$ cat config.mk
export PLATFORM = sky130hd
export DESIGN_NAME = memws_ctrl
export DESIGN_NICKNAME = d
export VERILOG_FILES = /design/src/rtl/memws_pkg.sv /design/src/rtl/memws_cfg.sv /design/src/rtl/memws_seq.sv /design/src/rtl/memws_strobe.sv /design/src/rtl/memws_ctrl.sv
export SDC_FILE = /design/constraint.sdc
export NUM_CORES = 1
export LEC_CHECK = 0
export ABC_AREA = 1
export BUFFER_PORTS_ARGS = -buffer_cell sky130_fd_sc_hd__buf_2
export CAP_MARGIN = 20
export CORE_MARGIN = 1
export CORE_UTILIZATION = 45
export DETAILED_ROUTE_END_ITERATION = 6
export MAX_ROUTING_LAYER = met4
export PLACE_DENSITY = 0.78
export SETUP_SLACK_MARGIN = 0.15
export SKIP_LAST_GASP = 1
export SYNTH_ARGS = -nofsm -noshare
export SYNTH_HDL_FRONTEND = slang
export SYNTH_SLANG_ARGS = --single-unit
$ cat constraint.sdc
create_clock -name clk -period 2.3 [get_ports clk]
set_clock_uncertainty 0.15 [all_clocks]
set_input_delay 0.345 -clock clk [delete_from_list [all_inputs] [get_ports clk]]
set_output_delay 0.345 -clock clk [all_outputs]
set_load 0.005 [all_outputs]
$ cat src/rtl/memws_pkg.sv
// Shared types for the memory wait-state controller.
// Assumes: read is encoded as 1 on the direction input.
package memws_pkg;
    typedef enum logic {
        DIR_WRITE = 1'b0,
        DIR_READ  = 1'b1
    } dir_e;
endpackage

$ cat src/rtl/memws_cfg.sv
// Timing settings register: base length code and wait-state count.
// Assumes: a load is a single-cycle strobe; the values are read by the
// sequencer only when an access is accepted.
module memws_cfg #(
    parameter int BASE_W = 2,
    parameter int WAIT_W = 3
) (
    input  logic              clk,
    input  logic              rst_n,
    input  logic              load,
    input  logic [BASE_W-1:0] base_in,
    input  logic [WAIT_W-1:0] wait_in,
    output logic [BASE_W-1:0] base_code,
    output logic [WAIT_W-1:0] wait_cnt
);
    // Hold the settings; clear both fields on reset.
    always_ff @(posedge clk) begin
        if (!rst_n) begin
            base_code <= '0;
            wait_cnt  <= '0;
        end else if (load) begin
            base_code <= base_in;
            wait_cnt  <= wait_in;
        end
    end
endmodule

$ cat src/rtl/memws_seq.sv
// Access sequencer: accepts a request when idle, latches the address and
// direction, and counts down the stretched access.
// Assumes: len_m1 is the access length minus one, valid at acceptance.
module memws_seq
    import memws_pkg::*;
#(
    parameter int ADDR_W = 20,
    parameter int LEN_W  = 4
) (
    input  logic              clk,
    input  logic              rst_n,
    input  logic              req,
    input  logic              rd_wr,
    input  logic [ADDR_W-1:0] addr,
    input  logic [LEN_W-1:0]  len_m1,
    output logic              busy,
    output logic              last,
    output dir_e              dir,
    output logic [ADDR_W-1:0] addr_q
);
    logic [LEN_W-1:0] remain;

    // Start, count down and end the access; ignore requests while busy.
    always_ff @(posedge clk) begin
        if (!rst_n) begin
            busy   <= 1'b0;
            remain <= '0;
            dir    <= DIR_READ;
            addr_q <= '0;
        end else if (!busy) begin
            if (req) begin
                busy   <= 1'b1;
                remain <= len_m1;
                dir    <= dir_e'(rd_wr);
                addr_q <= addr;
            end
        end else if (remain == '0) begin
            busy <= 1'b0;
        end else begin
            remain <= remain - 1'b1;
        end
    end

    // Flag the final cycle of the access.
    always_comb last = busy && (remain == '0);
endmodule

$ cat src/rtl/memws_strobe.sv
// Strobe decode: turns the sequencer state into the active-low memory
// enables and the ready pulse.
// Assumes: busy and last come straight from registers, so no glitches.
module memws_strobe
    import memws_pkg::*;
(
    input  logic busy,
    input  logic last,
    input  dir_e dir,
    output logic ready,
    output logic cs_n,
    output logic rd_n,
    output logic wr_n
);
    // Decode the enables from the state and the latched direction.
    always_comb begin
        ready = last;
        cs_n  = !busy;
        rd_n  = !(busy && (dir == DIR_READ));
        wr_n  = !(busy && (dir == DIR_WRITE));
    end
endmodule

$ cat src/rtl/memws_ctrl.sv
// Memory wait-state controller top. Stretches each access to
// (base code + 1 + wait) clocks and returns a one-cycle ready pulse.
// Assumes: single bus master; the settings change only through cfg_we.
module memws_ctrl
    import memws_pkg::*;
#(
    parameter int ADDR_W   = 20,
    parameter int BASE_MAX = 4,
    parameter int WAIT_W   = 3,
    localparam int BASE_W  = $clog2(BASE_MAX),
    localparam int LEN_W   = $clog2(BASE_MAX + (1 << WAIT_W))
) (
    input  logic              clk,
    input  logic              rst_n,
    input  logic              req,
    input  logic              rd_wr,
    input  logic [ADDR_W-1:0] addr,
    input  logic              cfg_we,
    input  logic [BASE_W-1:0] cfg_base,
    input  logic [WAIT_W-1:0] cfg_wait,
    output logic              ready,
    output logic              mem_cs_n,
    output logic              mem_rd_n,
    output logic              mem_wr_n,
    output logic [ADDR_W-1:0] mem_addr
);
    logic [BASE_W-1:0] base_code;
    logic [WAIT_W-1:0] wait_cnt;
    logic [LEN_W-1:0]  len_m1;
    logic              busy;
    logic              last;
    dir_e              dir;

    memws_cfg #(.BASE_W(BASE_W), .WAIT_W(WAIT_W)) u_cfg (
        .clk       (clk),
        .rst_n     (rst_n),
        .load      (cfg_we),
        .base_in   (cfg_base),
        .wait_in   (cfg_wait),
        .base_code (base_code),
        .wait_cnt  (wait_cnt)
    );

    // Length minus one equals base code plus wait count.
    always_comb len_m1 = LEN_W'(base_code) + LEN_W'(wait_cnt);

    memws_seq #(.ADDR_W(ADDR_W), .LEN_W(LEN_W)) u_seq (
        .clk    (clk),
        .rst_n  (rst_n),
        .req    (req),
        .rd_wr  (rd_wr),
        .addr   (addr),
        .len_m1 (len_m1),
        .busy   (busy),
        .last   (last),
        .dir    (dir),
        .addr_q (mem_addr)
    );

    memws_strobe u_strobe (
        .busy  (busy),
        .last  (last),
        .dir   (dir),
        .ready (ready),
        .cs_n  (mem_cs_n),
        .rd_n  (mem_rd_n),
        .wr_n  (mem_wr_n)
    );
endmodule

Yosys cells after proc, flatten, opt, wreduce, memory -nomap -nowiden
Cells that the tools add are included.
Word-level totals
  flip-flop bits (word level): 31
  output and inout port bits: 24
  word-level logic and storage cells: 27
Operators by class
  $add $sub $neg: 2
  equal/unequal tests: 1
  mux-type cells: 6
  bitwise operators: 2
  reduce and logical (&&, ||, !) cells: 10
Operators by type and width (count)
  $mux 4: 3
  $add 2x3->4: 1
  $logic_not 4->1: 1
  $reduce_and 2->1: 2
  $sub 4x1->4 const B: 1
  $logic_and 1x1->1: 3
  $logic_not 1->1: 3
  $mux 1: 3
  $ne 2x2->1 const B: 1
  $not 1->1: 2
  $reduce_bool 2->1: 1

Logic depth before layout (Yosys ltp)
  depth in word-level cells: 3
  gate-level depth with buffers: 9

By module
From an unflattened synthesis, not the netlist that was laid out.
Unflattened totals
  cell total of the unflattened synthesis: 190
  area total of the unflattened synthesis: 1355.0 µm²
Modules (own cells, without submodules)
  memws_seq: times used 1, cells an instance 139, area each 1036.0 µm²
  memws_cfg: times used 1, cells an instance 31, area each 205.2 µm²
  memws_ctrl: times used 1, cells an instance 15, area each 91.3 µm²
  memws_strobe: times used 1, cells an instance 5, area each 22.5 µm²

Least setup slack after synthesis
Ideal clock, no wire load.
  path type: register to register
  start: reg u_cfg.base_code[0]
  end: reg u_seq.remain[1]
  arrival: 1.346 ns
  data required time: 2.080 ns
  path slack: 0.734 ns
  stages on the path, launching flop included: 8
  clock period less this slack: 1.566 ns
  path through: dfxtp_1 > ha_1 > inv_1 > fa_1 > or2_1 > o21ai_2 > o21ai_1 > a21oi_1
On the way
  longest elaborated chain between the ends: 3
RTL lines
  start: declaration: line memws_cfg.sv:13  | output logic [BASE_W-1:0] base_code,
  start signal: assignment: line memws_cfg.sv:22  | base_code <= base_in;
  $add 2x3->4: line memws_ctrl.sv:45  | always_comb len_m1 = LEN_W'(base_code) + LEN_W'(wait_cnt);
  $mux 4: line memws_seq.sv:31  | if (req) begin
  $mux 4: line memws_seq.sv:30  | end else if (!busy) begin
  end signal: assignment: line memws_seq.sv:33  | remain <= len_m1;
  end signal: assignment: line memws_seq.sv:40  | remain <= remain - 1'b1;
  end: declaration: line memws_seq.sv:21  | logic [LEN_W-1:0] remain;
Every way passes these cells. The select of a mux whose other input is x is not followed.
A chain may end at the register's enable or synchronous reset.

Final worst setup path
  start: reg u_seq.busy
  end: out mem_wr_n
On the way
  longest elaborated chain between the ends: 2
RTL lines
  start: declaration: line memws_seq.sv:16  | output logic busy,
  start signal: assignment: line memws_seq.sv:26  | busy <= 1'b0;
  start signal: assignment: line memws_seq.sv:32  | busy <= 1'b1;
  start signal: assignment: line memws_seq.sv:38  | busy <= 1'b0;
  $logic_and 1x1->1: line memws_strobe.sv:20  | wr_n = !(busy && (dir == DIR_WRITE));
  $logic_not 1->1: line memws_strobe.sv:20
  end: declaration: line memws_ctrl.sv:24  | output logic mem_wr_n,
Every way passes these cells.

==> Flow_metrics.wiki <==
{| class="wikitable"
! Metric !! Value
|-
| First drt pass iteration count || 7
|-
| Met3 wire length || roughly 110 um
|-
| Arrival @ worst endpoint || between 1 and 1.5 ns
|-
| Average size of a mapped cell || a little under 8 sq um
|-
| Worst Max-Slew Pin Slew || approximately 0.42 ns
|-
| Chip Width || between 50 and 60 um
|-
| Post-layout net count || between 200 and 300
|-
| Final setup violation count || 0
|-
| Sequential cell area fraction in the yosys report || a little under half
|-
| Routed via count || 1,212
|-
| Clock buffer depth || 2
|-
| Routed via count divided by cell count || between 4 and 5
|-
| Max-slew violation count || 0
|-
| Aggregate global routing overflow || 0
|-
| Clock transition at the register clock pins on the worst setup and hold paths after CTS || around 0.090 ns
|-
| Final weighted congestion in routability-driven placement || approximately 0.83
|-
| DR WL/cell || between 10 and 15 um
|-
| Met2 wire length || 1.28 mm
|-
| Post-Syn Nets || roughly 210
|-
| Setup repair after global routing missed its margin || false
|-
| HPWL after detailed placement || just under 2 mm
|-
| WS Path Type || reg2out
|-
| Number of antenna violations at the first check in global routing || 0
|-
| Distinct cell type count after synthesis || 25
|-
| Post-route ant nets || 0
|-
| Area of the mapped netlist || approximately 1400 sq um
|-
| Setup fix buffers added after clock tree synthesis || 0
|-
| Count of endpoints failing hold in the final timing report || 0
|-
| Vias in the first global route || between 1,000 and 1,500
|-
| Num ports || 54
|-
| Layout overhead on the synthesized area || 22.2%
|-
| CTS root buffer || sky130_fd_sc_hd__clkbuf_4
|-
| Share of final-layout standard cells stronger than drive strength 1 || 34.8%
|-
| GRT Resource Usage Total || 19.2%
|-
| Worst setup EP type || primary output
|-
| Starting utilization of the core area || 48.6%
|-
| Yosys Warn Count || 0
|-
| First-pass GRT wire length || 4.80 mm
|-
| Result of the run || complete, but fails checks
|-
| Sum of internal, switching and leakage power || roughly 1.2 mW
|-
| Max Fanout on Critical Path || 6
|-
| Num rows || 19
|-
| Vertical die dimension || 57.0 um
|-
| Maximum resistive drop on vdd || 0.000333 V
|-
| Total of cells resized after clock tree synthesis || 0
|-
| Post-CTS Hold Fix Bufs || 0
|-
| Placeable core region || 2810 sq um
|-
| WL final || 2.71 mm
|-
| Die Footprint || approximately 3300 sq um
|-
| F_max || around 550 MHz
|-
| TritonCTS sink count || 31
|-
| Detailed Route Iter0 Violations || 36
|-
| Maximum number of pins on one net before global-route repair || 30
|-
| Clock buffer count from CTS || 5
|-
| Post-route fraction of the period consumed by the critical path || between 70% and 80%
|-
| IO buf count || 53
|-
| Number of max-cap violations || 0
|-
| Min cycle time layout || approximately 1.8 ns
|-
| H-tree depth reported by CTS || 2
|-
| Clk_lat worst skew || about 0.31 ns
|-
| Number of storage elements in the synthesis netlist || 31
|-
| Leakage power figure || about 0.85 nW
|-
| Worst hold-check path type || in2reg
|-
| Worst setup SP type || flip-flop
|-
| Highest layer used for signal routing || met4
|-
| Detailed-route DRC error count || 2
|-
| Cell count after synthesis || 172
|-
| Total Negative Setup Slacks || 0 ns
|-
| TritonCTS clock tree || yes
|-
| ANT cells || 0
|-
| WP data required || around 1.8 ns
|-
| Power density over the cells || 710 nW/um^2
|-
| Post-Route Hold Slack || about 0.093 ns
|-
| Failing checks || DRC
|-
| Worst slew margin relative to its limit || between 70% and 80%
|-
| Routed metal-1 wire length || 1.30 mm
|}
state kept, by name, indices dropped and copies added, names as in the netlist:
register and flops:
u_cfg.wait_cnt 3, u_seq.addr_q 20, u_cfg.base_code 2, u_seq.busy 1, u_seq.dir 1, u_seq.remain 4
per-stage QoR:
| step | setup WS [ns] | cells | util [%] | area (sq um) |
|---|---|---|---|---|
| after CTS | 0.461 | 258 | 59.4 | 1670 |
| final | 0.478 | 258 | 59.4 | 1670 |
| after global routing | 0.412 | 258 | 59.4 | 1670 |
| after floorplan | 0.734 | 172 | - | 1360 |
| after global placement | 0.692 | 250 | 57.4 | 1610 |
| after detailed placement | 0.638 | 250 | 57.4 | 1610 |
cell usage in the layout (no fill, tap or decap):
| master | Yosys | final |
|---|---|---|
| sky130_fd_sc_hd__or2_2 | 1 | 1 |
| sky130_fd_sc_hd__clkinv_2 | 0 | 1 |
| sky130_fd_sc_hd__or2_1 | 1 | 1 |
| sky130_fd_sc_hd__nand3b_1 | 1 | 1 |
| sky130_fd_sc_hd__a21oi_1 | 5 | 5 |
| sky130_fd_sc_hd__o21ai_1 | 5 | 5 |
| sky130_fd_sc_hd__inv_1 | 9 | 9 |
| sky130_fd_sc_hd__nand2_4 | 3 | 3 |
| sky130_fd_sc_hd__fa_1 | 1 | 1 |
| sky130_fd_sc_hd__dfxtp_1 | 31 | 31 |
| sky130_fd_sc_hd__nand3_1 | 3 | 3 |
| sky130_fd_sc_hd__xnor2_1 | 1 | 1 |
| sky130_fd_sc_hd__o21ai_0 | 23 | 23 |
| sky130_fd_sc_hd__nand2_1 | 15 | 15 |
| sky130_fd_sc_hd__nor2_2 | 4 | 4 |
| sky130_fd_sc_hd__clkinvlp_4 | 0 | 1 |
| sky130_fd_sc_hd__o21ai_2 | 1 | 1 |
| sky130_fd_sc_hd__nor2_4 | 2 | 2 |
| sky130_fd_sc_hd__xor2_1 | 1 | 1 |
| sky130_fd_sc_hd__nor2_1 | 47 | 47 |
| sky130_fd_sc_hd__ha_1 | 4 | 4 |
| sky130_fd_sc_hd__buf_2 | 1 | 53 |
| sky130_fd_sc_hd__buf_4 | 0 | 2 |
| sky130_fd_sc_hd__a21oi_2 | 1 | 1 |
| sky130_fd_sc_hd__clkbuf_1 | 1 | 1 |
| sky130_fd_sc_hd__inv_2 | 5 | 5 |
| sky130_fd_sc_hd__clkbuf_4 | 0 | 5 |
Yosys cell counts, drive strengths merged:
cell,number,share of area [%]
nor2,53,16
dfxtp,31,46
o21ai,29,11
nand2,18,6.6
inv,14,3.9
a21oi,6,2.5
buf,6,4.5
ha,4,3.7
nand3,3,1.1
clkbuf,2,0.64
or2,2,0.92
fa,1,1.5
nand3b,1,0.55
xnor2,1,0.64
xor2,1,0.64
kinds of logic after synthesis:
kind of cell	Yosys count	share of synthesized area (%)
AND/OR/NAND/NOR	77	25.6
XOR/XNOR	2	1.29
AO/OA/AOI/OAI	35	13.4
flip-flops	31	45.5
adder cells (fa/ha/maj)	5	5.14
buffers and inverters	22	9.00
worst paths after layout:
check                                         from              end  slack, ns  cells after the start
worst max-delay path                    u_seq.busy         mem_wr_n       0.48                      3
worst min register to register           u_seq.dir        u_seq.dir       0.35                      2
worst max register to register  u_cfg.base_code[0]  u_seq.remain[1]       0.62                      7
worst min-delay path                         rd_wr        u_seq.dir       0.09                      3
power by group:
part	internal, mW	switching (mW)
combinational	0.117	0.150
sequential	0.590	0.0310
clock	0.118	0.177
routing by layer:
metal  vias up  global-route usage, %
met5         -                      -
met4         0                   4.18
met3         2                   4.76
met2        29                   32.9
met1       536                   22.7
li1        645                      -
layout make-up:
| cell class | count | area, sq um |
|---|---|---|
| Inverter | 14 | 52.6 |
| Timing Repair Buffer | 55 | 280 |
| Clock inverter | 2 | 12.5 |
| Tap cell | 31 | 38.8 |
| Multi-Input combinational cell | 119 | 619 |
| Fill cell | 291 | 1140 |
| Sequential cell | 31 | 621 |
| Clock buffer | 6 | 41.3 |
worst max-delay path, stage by stage (launching register included):
cell                      delay (ns)
sky130_fd_sc_hd__dfxtp_1        0.50
sky130_fd_sc_hd__inv_2          0.12
sky130_fd_sc_hd__or2_2          0.28
sky130_fd_sc_hd__buf_2          0.12
(Power assumes the default switching activity.)
